`src/rtl/bfx_pkg.sv`:
```
package bfx_pkg;
  localparam int OP_W = 3;
  localparam logic [OP_W-1:0] OP_INSERT   = 3'd2;
  localparam logic [OP_W-1:0] OP_EXT_RPOS = 3'd3; // position from A, immediate shift
  localparam logic [OP_W-1:0] OP_EXT_RSHL = 3'd4; // immediate position, shift from A
endpackage

```
`src/rtl/bfx_mask_gen.sv`:
```
module bfx_mask_gen #(
  parameter int DATA_W = 32,
  parameter int POS_W  = $clog2(DATA_W)
) (
  input  logic [POS_W-1:0]  size_i,
  output logic [DATA_W-1:0] mask_o
);
  for (genvar g = 0; g < DATA_W; g++) begin : g_bit
    localparam logic [POS_W:0] IDX = (POS_W+1)'(g);
    assign mask_o[g] = IDX < {1'b0, size_i};
  end
endmodule

```
`src/rtl/bfx_extract.sv`:
```
module bfx_extract #(
  parameter int DATA_W = 32,
  parameter int POS_W  = $clog2(DATA_W)
) (
  input  logic [DATA_W-1:0] data_i,
  input  logic [POS_W-1:0]  shamt_i,
  input  logic [DATA_W-1:0] mask_i,
  output logic [DATA_W-1:0] field_o
);
  assign field_o = (data_i >> shamt_i) & mask_i;
endmodule

```
`src/rtl/bfx_place.sv`:
```
module bfx_place #(
  parameter int DATA_W = 32,
  parameter int POS_W  = $clog2(DATA_W)
) (
  input  logic [DATA_W-1:0] base_i,
  input  logic [DATA_W-1:0] field_i,
  input  logic [DATA_W-1:0] mask_i,
  input  logic [POS_W-1:0]  shamt_i,
  output logic [DATA_W-1:0] merged_o
);
  logic [DATA_W-1:0] hole;
  assign hole     = mask_i << shamt_i;
  assign merged_o = (base_i & ~hole) | (field_i << shamt_i);
endmodule

```
`src/rtl/bfx_unit.sv`:
```
module bfx_unit
  import bfx_pkg::*;
#(
  parameter int DATA_W = 32,
  localparam int POS_W = $clog2(DATA_W)
) (
  input  logic              clk_i,
  input  logic              rst_ni,
  input  logic [OP_W-1:0]   op_i,
  input  logic [DATA_W-1:0] a_i,
  input  logic [DATA_W-1:0] b_i,
  input  logic [POS_W-1:0]  src_pos_i,
  input  logic [POS_W-1:0]  size_i,
  input  logic [POS_W-1:0]  dst_pos_i,
  output logic [DATA_W-1:0] result_o,
  output logic              invalid_o
);
  logic [DATA_W-1:0] mask, field, base, merged;
  logic [POS_W-1:0]  ext_shamt, put_shamt;
  logic              op_ok;

  assign op_ok     = (op_i == OP_INSERT) || (op_i == OP_EXT_RPOS) || (op_i == OP_EXT_RSHL);
  assign ext_shamt = (op_i == OP_EXT_RPOS) ? a_i[POS_W-1:0] : src_pos_i;
  assign put_shamt = (op_i == OP_EXT_RSHL) ? a_i[POS_W-1:0] : dst_pos_i;
  // extracts merge into an empty word, insert merges into A
  assign base      = (op_i == OP_INSERT) ? a_i : '0;

  bfx_mask_gen #(.DATA_W(DATA_W), .POS_W(POS_W)) i_mask (
    .size_i (size_i),
    .mask_o (mask)
  );

  bfx_extract #(.DATA_W(DATA_W), .POS_W(POS_W)) i_extract (
    .data_i  (b_i),
    .shamt_i (ext_shamt),
    .mask_i  (mask),
    .field_o (field)
  );

  bfx_place #(.DATA_W(DATA_W), .POS_W(POS_W)) i_place (
    .base_i   (base),
    .field_i  (field),
    .mask_i   (mask),
    .shamt_i  (put_shamt),
    .merged_o (merged)
  );

  always_ff @(posedge clk_i or negedge rst_ni) begin
    if (!rst_ni) begin
      result_o  <= '0;
      invalid_o <= 1'b0;
    end else begin
      result_o  <= op_ok ? merged : '0;
      invalid_o <= !op_ok;
    end
  end
endmodule

```
`config.mk`:
```
export PLATFORM = sky130hd
export DESIGN_NAME = bfx_unit
export DESIGN_NICKNAME = d
export VERILOG_FILES = /design/src/rtl/bfx_pkg.sv /design/src/rtl/bfx_mask_gen.sv /design/src/rtl/bfx_extract.sv /design/src/rtl/bfx_place.sv /design/src/rtl/bfx_unit.sv
export SDC_FILE = /design/constraint.sdc
export NUM_CORES = 1
export LEC_CHECK = 0
export BUFFER_PORTS_ARGS = -buffer_cell sky130_fd_sc_hd__buf_4
export CORE_UTILIZATION = 65
export CTS_BUF_LIST = sky130_fd_sc_hd__clkbuf_4
export CTS_CLUSTER_DIAMETER = 30
export DETAILED_ROUTE_END_ITERATION = 6
export PLACE_DENSITY_LB_ADDON = 0.08
export SETUP_SLACK_MARGIN = 0.15
export SKIP_CTS_REPAIR_TIMING = 1
export SLEW_MARGIN = 15
export SYNTH_ARGS = -nofsm -noshare
export SYNTH_HDL_FRONTEND = slang
export SYNTH_SLANG_ARGS = --single-unit
export TNS_END_PERCENT = 100
```
`constraint.sdc`:
```
create_clock -name clk_i -period 1 [get_ports clk_i]
set_input_delay 0.3 -clock clk_i [delete_from_list [all_inputs] [get_ports clk_i]]
set_output_delay 0.3 -clock clk_i [all_outputs]
set_load 0.01 [all_outputs]
```
==> results of run 1 <==
through the flow:
stage	TNS, ps	cell area, um^2	setup slack (ps)
after floorplan	-51630	7710	-1740
after global placement	-73950	11200	-2430
cell usage after synthesis, drive strengths merged, types with 5 or more instances:
cell type,number
o21ai,71
a221oi,12
mux2,12
nand4,8
a31oi,20
o22a,6
mux2i,138
clkbuf,56
a221o,5
and2,7
o31ai,14
nand3,44
a211oi,20
o32ai,13
dfrtp,33
a22oi,24
o211ai,32
nand2b,10
buf,42
nor3,34
or2,6
a21oi,72
a32oi,8
o2111ai,6
nor2,116
a21o,6
o221ai,12
o311ai,6
nand2,135
nor4,8
or3,6
o22ai,26
logic make-up after synthesis:
logic type	count (synthesis)	synth area share, %
and+or+nand+nor	384	22.5
DFF	33	11.0
muxes	154	22.2
buffers and inverters	103	6.62
AOI/OAI and AO/OA	397	37.4
adders and majority gates	2	0.266
==> impl_metrics.ini, run 1 <==
[status]
status = aborted with a tool error
lastStage = detailed placement (3_5_place_dp)
error = [ERROR DPL-0038] Utilization greater than 100%, impossible to legalize

[yosys]
synth_warnings = 0
syn_area_mm2 = 0.00752
synth_top_area_share_pct = 17.4
yosysTopAreaCell = mux2i_1
async_reset_ff_share_pct = 100
syn_inst = 1073
ys_ff_latch = 33
netlist_top_cells_area = mux2i_1 17%, dfrtp_1 11%, nand2_1 6.7%
avgSynthCellArea_um2 = 7.01
synth_edf_count = 0
synth.distinct_cells = 81
synth_nets = 1157
synth-seq-area-share_pct = 11.0
yosys_most_used_dff = dfrtp_1

[place]
numPortBuffers = 116
globalplace.congestion = 1.30

[die]
die_w_um = 110
die_h_um = 110
rows = 38
initial_utilization_pct = 67.9
ioPinCount = 117
==> run 2, diff against run 1 <==
- CORE_UTILIZATION: 65 -> 40
- CTS_BUF_LIST: sky130_fd_sc_hd__clkbuf_4 -> unset
- CTS_CLUSTER_DIAMETER: 30 -> unset
- PLACE_DENSITY_LB_ADDON: 0.08 -> 0.15
- SETUP_SLACK_MARGIN: 0.15 -> unset
==> run 2 against run 1 <==
The flow now finishes, with violations (design-rule violations, negative setup slack); synthesized cell count did not move; synthesized area did not move.
==> impl_metrics.ini, run 2 <==
[status]
status = finished with violations
violations = design-rule violations, negative setup slack

[drt]
drt_iter0_markers = 1542
first_pass_iters = 7
vias_per_cell = 6.50
final_antenna_net_count = 0
vias = 11610
drc = 13
routed_wl_mm = 43.4
wire_per_inst_um = 24.3

[worst_setup_path]
critical_path_class = in2reg
cp_max_fo = 14
cp-start-kind = input port
arrival_ps = 3370
critPathCaptureType = register
crit_required_ps = 1190

[timing]
worst_hold_slack_ps = 236
slew_viol_final = 0
setup_ws_ps = -2180
period_minus_slack_ps = 3180
rsz0062_at_grt = true
worstMarginPinSlew_ps = 545
setup_viol = 66
hold_viol = 0
tns_ps = -68510
period_share_pct = 318
slew_headroom_pct = 62.6
clock.fmax_mhz = 315

[place]
dp_hpwl_mm = 35.1
globalplace.congestion = 1.09
place_area_mm2 = 0.0119
place_ws_ps = -2590
place_inst = 1763
numPortBuffers = 116

[clock_network]
cts_sinks = 33
cts_buffers = 5
cts_max_level = 2
cts_root_buffer = clkbuf_16
clk_pin_slew_ps = 50
cts_tree = done
cts_buffer_depth = 2

[final_layout]
drive_gt1_share_pct = 47.2
design_area_mm2 = 0.0129
final_common_cell = buf_4
mostFrequentLayoutCells = 516 x buf_4, 131 x nand2_1, 113 x nor2_1
utilization_pct = 70.9
largest_register_ffs = 32
final_nets = 1639
final_cells = 1785
reg.largest.list = result_o: 32 flops, invalid_o: 1 flops
largest-register = result_o
diodes = 0
areaGrowthSynthToFinish_pct = 71.8

[yosys]
ys_ff_latch = 33
synth_warnings = 0
yosys_most_used_dff = dfrtp_1
async_reset_ff_share_pct = 100
synth_edf_count = 0
synth.distinct_cells = 81
yosysMostFrequentCell = nand2_1
syn_area_mm2 = 0.00752
synth_top_area_share_pct = 17.4
synth_nets = 1157
synth-seq-area-share_pct = 11.0
yosysTopAreaCell = mux2i_1
avgSynthCellArea_um2 = 7.01
netlist_top_cells_area = mux2i_1 17%, dfrtp_1 11%, nand2_1 6.7%
syn_inst = 1073
synth.top_cells.by_count = 135 x nand2_1, 131 x mux2i_1, 116 x nor2_1, 72 x a21oi_1, 64 x o21ai_0

[power]
cellPowerDensity_mw_per_mm2 = 898
p_leak_nw = 5.82
peakVddDrop_uv = 662
power_mw = 11.6

[global_route]
grtUsageMet2_pct = 66.8
grt_first_pass_wirelength_mm = 63.7
grtUsageTotal_pct = 42.8
grt_util_met1_pct = 57.0
antenna_found_initial = 0
busiest_layer = met2
grt_util_met3_pct = 8.11
grt-ovfl-total = 0
grt_max_degree = 34
grt_pass1_vias = 10620

[die]
ioPinCount = 117
die_w_um = 139
die_area_mm2 = 0.0194
die_h_um = 139
initial_utilization_pct = 41.3
rows = 49
core_area_mm2 = 0.0182

[min_path]
min_path_cells = 3
hold_class = in2reg

[job]
maxCapViolCount = 0
==> run 2: cell counts after synthesis <==
Identical to the previous run, type by type.
==> run 2: layer usage <==
layer	share of wire, %	routed length [um]	vias up
li1	-	-	5141
met1	40	17200	5402
met3	11	4930	168
met4	5.7	2480	0
met5	0	0	-
met2	43	18800	899
==> run 2: final timing paths <==
check                                         end  startpoint
max in group asynchronous   result_o[8]$_DFF_PN0_      rst_ni
min in group asynchronous  result_o[23]$_DFF_PN0_      rst_ni
setup / recovery           result_o[13]$_DFF_PN0_     op_i[2]
hold / removal              result_o[8]$_DFF_PN0_      a_i[8]
==> run 2: worst max-delay path, stage by stage <==
cell and delay [ps]:
buf_4 110, nand3b_1 200, buf_12 190, mux2i_1 380
mux2i_1 310, buf_4 230, a31oi_1 210, nand2_2 140
o32ai_4 330, o22ai_2 170, a221oi_2 370, o22ai_2 170
a211oi_2 250
==> run 2: cell families after synthesis <==
logic type / Yosys count / share of synthesized area [%]
AO/OA/AOI/OAI: 397 / 37.4
AND/OR/NAND/NOR: 384 / 22.5
adder cells (fa/ha/maj): 2 / 0.266
buffers and inverters: 103 / 6.62
flip-flops: 33 / 11.0
multiplexers: 154 / 22.2
==> run 2: cell type report <==
| type | instances | area (um^2) |
|---|---|---|
| clock inverters | 1 | 30.0 |
| clock buffers | 7 | 143 |
| flip-flops and latches | 33 | 826 |
| well taps | 229 | 287 |
| multi-input cells | 937 | 6960 |
| repair buffers | 573 | 4650 |
| inverters | 5 | 23.8 |
| fillers | 1484 | 5290 |
==> run 2: report_power, final <==
group          switching [mW]  internal, mW  total (mW)
Clock                   0.599          1.25        1.84
Sequential             0.0503          1.43        1.48
Combinational            4.46          3.81        8.27
Power figures use the tool's default switching activity.
